## src/rtl/spa_pkg.sv

```systemverilog
package spa_pkg;

   // Serial control lines carried together through the synchronizer
   typedef struct packed {
      logic clk_lvl;
      logic dat_lvl;
      logic ltc_lvl;
   } spa_lines_t;

   localparam int SPA_MIN_SYNC = 2;

endpackage

```

## src/rtl/spa_sync.sv

```systemverilog
module spa_sync #(
   parameter int WIDTH  = 3,
   parameter int STAGES = 2
) (
   input  logic             clk,
   input  logic             rst_n,
   input  logic [WIDTH-1:0] d_i,
   output logic [WIDTH-1:0] q_o
);

   logic [WIDTH-1:0] stage [STAGES];

   generate
      if (STAGES < 1) begin : g_bad
         $error("spa_sync: STAGES must be at least 1");
      end
      for (genvar s = 0; s < STAGES; s++) begin : g_stage
         if (s == 0) begin : g_first
            always_ff @(posedge clk or negedge rst_n) begin
               if (!rst_n) stage[0] <= '0;
               else        stage[0] <= d_i;
            end
         end else begin : g_next
            always_ff @(posedge clk or negedge rst_n) begin
               if (!rst_n) stage[s] <= '0;
               else        stage[s] <= stage[s-1];
            end
         end
      end
   endgenerate

   assign q_o = stage[STAGES-1];

endmodule

```

## src/rtl/spa_shift_chain.sv

```systemverilog
module spa_shift_chain #(
   parameter int WIDTH = 12
) (
   input  logic             clk,
   input  logic             rst_n,
   input  logic             shift_i,
   input  logic             bit_i,
   output logic [WIDTH-1:0] word_o
);

   generate
      if (WIDTH < 2) begin : g_bad
         $error("spa_shift_chain: WIDTH must be at least 2");
      end
      for (genvar k = 0; k < WIDTH; k++) begin : g_cell
         logic nxt;
         if (k == 0) begin : g_head
            assign nxt = bit_i;
         end else begin : g_body
            assign nxt = word_o[k-1];
         end
         always_ff @(posedge clk or negedge rst_n) begin
            if (!rst_n)       word_o[k] <= 1'b0;
            else if (shift_i) word_o[k] <= nxt;
         end
      end
   endgenerate

endmodule

```

## src/rtl/spa_oper_reg.sv

```systemverilog
module spa_oper_reg #(
   parameter int WIDTH = 11
) (
   input  logic             clk,
   input  logic             rst_n,
   input  logic             load_i,
   input  logic             enable_i,
   input  logic [WIDTH-1:0] word_i,
   output logic [WIDTH-1:0] oper_o
);

   logic take;
   assign take = load_i & enable_i;

   always_ff @(posedge clk or negedge rst_n) begin
      if (!rst_n)    oper_o <= '0;
      else if (take) oper_o <= word_i;
   end

endmodule

```

## src/rtl/spa_line_driver.sv

```systemverilog
module spa_line_driver #(
   parameter int PHASE_BITS = 6,
   parameter int ATTEN_BITS = 5,
   localparam int OPER_BITS = PHASE_BITS + ATTEN_BITS
) (
   input  logic [OPER_BITS-1:0]  oper_i,
   output logic [PHASE_BITS-1:0] phase_o,
   output logic [PHASE_BITS-1:0] phase_n_o,
   output logic [ATTEN_BITS-1:0] atten_o,
   output logic [ATTEN_BITS-1:0] atten_n_o
);

   generate
      for (genvar i = 0; i < PHASE_BITS; i++) begin : g_ph
         assign phase_o[i]   = oper_i[i];
         assign phase_n_o[i] = ~oper_i[i];
      end
      for (genvar k = 0; k < ATTEN_BITS; k++) begin : g_at
         assign atten_o[k]   = oper_i[PHASE_BITS+k];
         assign atten_n_o[k] = ~oper_i[PHASE_BITS+k];
      end
   endgenerate

endmodule

```

## src/rtl/serial_phase_atten_ctl.sv

```systemverilog
module serial_phase_atten_ctl
   import spa_pkg::*;
#(
   parameter int PHASE_BITS  = 6,
   parameter int ATTEN_BITS  = 5,
   parameter int SYNC_STAGES = 2
) (
   input  logic                  clk,
   input  logic                  rst_n,
   input  logic                  ser_clk_i,
   input  logic                  ser_dat_i,
   input  logic                  ser_ltc_i,
   output logic                  ser_clk_o,
   output logic                  ser_dat_o,
   output logic                  ser_ltc_o,
   output logic [PHASE_BITS-1:0] phase_ctl_o,
   output logic [PHASE_BITS-1:0] phase_ctl_n_o,
   output logic [ATTEN_BITS-1:0] atten_ctl_o,
   output logic [ATTEN_BITS-1:0] atten_ctl_n_o
);

   localparam int OPER_BITS  = PHASE_BITS + ATTEN_BITS;
   localparam int FRAME_BITS = OPER_BITS + 1;
   localparam int LINE_BITS  = $bits(spa_lines_t);

   generate
      if (SYNC_STAGES < SPA_MIN_SYNC) begin : g_bad_sync
         $error("serial_phase_atten_ctl: SYNC_STAGES below minimum");
      end
      if (PHASE_BITS < 1 || ATTEN_BITS < 1) begin : g_bad_width
         $error("serial_phase_atten_ctl: field widths must be positive");
      end
   endgenerate

   spa_lines_t raw_lines;
   spa_lines_t sync_lines;
   logic       ci_prev;
   logic       le_prev;
   logic       ci_rise;
   logic       le_rise;
   logic [FRAME_BITS-1:0] shreg;
   logic [OPER_BITS-1:0]  oper;

   assign raw_lines.clk_lvl = ser_clk_i;
   assign raw_lines.dat_lvl = ser_dat_i;
   assign raw_lines.ltc_lvl = ser_ltc_i;

   spa_sync #(
      .WIDTH  (LINE_BITS),
      .STAGES (SYNC_STAGES)
   ) u_sync (
      .clk   (clk),
      .rst_n (rst_n),
      .d_i   (raw_lines),
      .q_o   (sync_lines)
   );

   // Rising-edge detection on the synchronized clock and strobe
   always_ff @(posedge clk or negedge rst_n) begin
      if (!rst_n) begin
         ci_prev <= 1'b0;
         le_prev <= 1'b0;
      end else begin
         ci_prev <= sync_lines.clk_lvl;
         le_prev <= sync_lines.ltc_lvl;
      end
   end

   assign ci_rise = sync_lines.clk_lvl & ~ci_prev;
   assign le_rise = sync_lines.ltc_lvl & ~le_prev;

   spa_shift_chain #(
      .WIDTH (FRAME_BITS)
   ) u_chain (
      .clk     (clk),
      .rst_n   (rst_n),
      .shift_i (ci_rise),
      .bit_i   (sync_lines.dat_lvl),
      .word_o  (shreg)
   );

   spa_oper_reg #(
      .WIDTH (OPER_BITS)
   ) u_oper (
      .clk      (clk),
      .rst_n    (rst_n),
      .load_i   (le_rise),
      .enable_i (shreg[FRAME_BITS-1]),
      .word_i   (shreg[OPER_BITS-1:0]),
      .oper_o   (oper)
   );

   spa_line_driver #(
      .PHASE_BITS (PHASE_BITS),
      .ATTEN_BITS (ATTEN_BITS)
   ) u_drv (
      .oper_i    (oper),
      .phase_o   (phase_ctl_o),
      .phase_n_o (phase_ctl_n_o),
      .atten_o   (atten_ctl_o),
      .atten_n_o (atten_ctl_n_o)
   );

   assign ser_dat_o = shreg[FRAME_BITS-1];
   assign ser_clk_o = sync_lines.clk_lvl;
   assign ser_ltc_o = sync_lines.ltc_lvl;

endmodule

```

## config.mk

```make
export PLATFORM = sky130hd
export DESIGN_NAME = serial_phase_atten_ctl
export DESIGN_NICKNAME = d
export VERILOG_FILES = /design/src/rtl/spa_pkg.sv /design/src/rtl/spa_sync.sv /design/src/rtl/spa_shift_chain.sv /design/src/rtl/spa_oper_reg.sv /design/src/rtl/spa_line_driver.sv /design/src/rtl/serial_phase_atten_ctl.sv
export SDC_FILE = /design/constraint.sdc
export NUM_CORES = 1
export LEC_CHECK = 0
export BUFFER_PORTS_ARGS = -buffer_cell sky130_fd_sc_hd__buf_2
export CORE_MARGIN = 4
export CORE_UTILIZATION = 25
export DETAILED_ROUTE_END_ITERATION = 8
export PLACE_DENSITY = 0.42
export SKIP_CTS_REPAIR_TIMING = 1
export SYNTH_ARGS = -nofsm -noshare
export SYNTH_HDL_FRONTEND = slang
export SYNTH_SLANG_ARGS = --single-unit
```

## constraint.sdc

```tcl
create_clock -name clk -period 1.5 [get_ports clk]
set_input_delay 0.075 -clock clk [delete_from_list [all_inputs] [get_ports clk]]
set_output_delay 0.075 -clock clk [all_outputs]
set_load 0.01 [all_outputs]
```

==> metrics <==
status=complete, no violations; busiest layer in global routing=met2; Most used DFF post-synth=dfrtp_1; Clock Path Buffers=2; wire length of the first global-routing pass=3170 um; EDFF count, synth=0; Final Hold Vio Count=0; IO Pins=30; share of layout cells above drive strength 1=57.0%; Mapped Nets=74; Synth area leader=dfrtp_1; Post-synth ARST share=100%; Fin Hold WS=0.351 ns; Leak=0.759 nW; initial core utilization=26.3%; HPWL after DPL=1240 um; Slew HR=55.5%; Final Instance Area=1490 sq um; Max FO, Critical Path=12; Residual DRC=0; PortBufs=29; TritonCTS Buffers=5; die width=76.4 um; Die H=76.4 um; Final ANT Viol Nets=0; fin crit share=81.3%; max-capacitance violation count=0; Least-Margin Pin Slew=0.668 ns; DRT Pass-1 Iters=2; final setup vio count=0; overall routing resource usage=7.05%; register area share after synthesis=66.3%; synthesized flop and latch total=31; Layout area overhead=27.0%; Die Area=5840 sq um; RePlAce Congestion=0.625; Post-Place Cells=148; Post-Route WL=1860 um; final worst path period need=1.22 ns; DR vias/cell=3.89; Clock Skew=0.00220 ns; global route overflow=0; root buffer selected by CTS=clkbuf_8; Post-Syn Instances=69; M2 GR Usage=10.0%; via count=619; count leader, synth=dfrtp_1; Clk Latency, worst-skew pair=0.27 ns; Synth top cells by count=dfrtp_1 (31), mux2_2 (13), inv_1 (11); Area after DPL=1360 sq um; crit path DAT=1.38 ns; number of global-route vias before repair=669; Syn Area/Cell=17.0 sq um; Max Slew Vio Count=0; worst min path class=register to register; initial antenna violation count=0; Setup crit end kind=register; Rows=24; met1 Usage GRT=8.35%; met3 Use GR=3.66%; H-tree levels=2; RSZ-0062 raised after global routing=false; startpoint types=register; critical path class=register to register; CTS Sinks=31; DR WL/cell=11.7 um; Netlist cell types=7; peak supply drop=0.000772 V; Setup TNS=0 ns; Core Area=4440 sq um; CTS clock-pin slew for the worst setup and hold paths=0.06 ns; Hold Crit Depth=0; Worst EP required=1.66 ns; top-area cell type share of the netlist area=66.3%; FMAX=820 MHz; ant diodes=0; Yosys warning count=0; Worst R2R Path Depth=2; top cells by area, synth=dfrtp_1 (66%), mux2_4 (13%), mux2_2 (13%); initial drt markers=14; PD cells=1810 nW/um^2; Layout Nets=112; Post-Syn Area=1170 sq um; Finished Layout Cells=159; largest net degree at the start of global routing=32; CTS tree=done
-- worst max-delay path, cell delays in order (launching register included) --
cell	delay, ns
dfrtp_1	0.37
nor2b_4	0.35
mux2_2	0.38
-- layout make-up --
class,instances,area (sq um)
fill,435,2960
inverter,11,41.3
multi-input combinational,25,330
timing repair buffer,33,185
clock buffer,6,82.6
sequential,31,776
clock inverter,1,5.00
tap,52,65.1
-- cell families (layout without fill, tap and decap cells) --
| kind of cell | Yosys count | in the layout | share of synthesized area [%] |
|---|---|---|---|
| buffers and inverters | 13 | 51 | 5.45 |
| flip-flops | 31 | 31 | 66.3 |
| multiplexers | 23 | 23 | 25.3 |
| AND/OR/NAND/NOR | 2 | 2 | 2.89 |
-- registers in the layout (all words and copies together) (netlist names) --
signal	count
u_sync.q_o	3
ci_prev	1
u_sync.stage	3
u_chain.word_o	1
le_prev	1
u_oper.oper_o	11
u_chain.g_cell.nxt	11
-- worst paths after layout --
check / start / endpoint / slack (ns)
setup / recovery: u_sync.q_o[2]$_DFF_PN0_ / u_chain.g_cell[10].nxt$_DFFE_PN0P_ / 0.28
hold / removal: u_sync.stage[5]$_DFF_PN0_ / u_sync.q_o[2]$_DFF_PN0_ / 0.35
setup reg to reg: u_sync.q_o[2]$_DFF_PN0_ / u_chain.g_cell[10].nxt$_DFFE_PN0P_ / 0.28
hold reg to reg: u_sync.stage[5]$_DFF_PN0_ / u_sync.q_o[2]$_DFF_PN0_ / 0.35
max in group asynchronous: rst_n / u_chain.word_o[11]$_DFFE_PN0P_ / 0.70
min in group asynchronous: rst_n / u_oper.oper_o[4]$_DFFE_PN0P_ / 0.37
-- cell usage in the layout, fill, tap and decap left out --
cell type | synthesis | routed
clkinv_2 | 0 | 1
nand3b_4 | 1 | 1
mux2_2 | 13 | 13
inv_1 | 11 | 11
dfrtp_1 | 31 | 31
buf_2 | 0 | 29
clkbuf_8 | 0 | 6
nor2b_4 | 1 | 1
dlygate4sd3_1 | 0 | 4
mux2_4 | 10 | 10
-- where the power goes --
group          internal (mW)  switching, mW
Sequential              1.09          0.192
Clock                  0.359          0.280
Combinational          0.450          0.314
-- metal layers --
metal  vias up  part of all wire (%)
li1        300                     -
met1       285                    47
met2        28                    43
met3         6                   8.0
met4         0                   2.0
met5         -                     0
-- metrics by stage --
| step | total power [mW] | setup WS, ns | utilization, % |
|---|---|---|---|
| 5_1_grt | 2.88 | 0.194 | 33.4 |
| 2_1_floorplan | 1.76 | 0.344 | - |
| 3_3_place_gp | 2.06 | 0.291 | 30.5 |
| 6_report | 2.69 | 0.281 | 33.4 |
| 4_1_cts | 2.74 | 0.258 | 32.5 |
| 3_5_place_dp | 2.08 | 0.281 | 30.5 |
No activity file was read; power rests on OpenSTA's default activity.
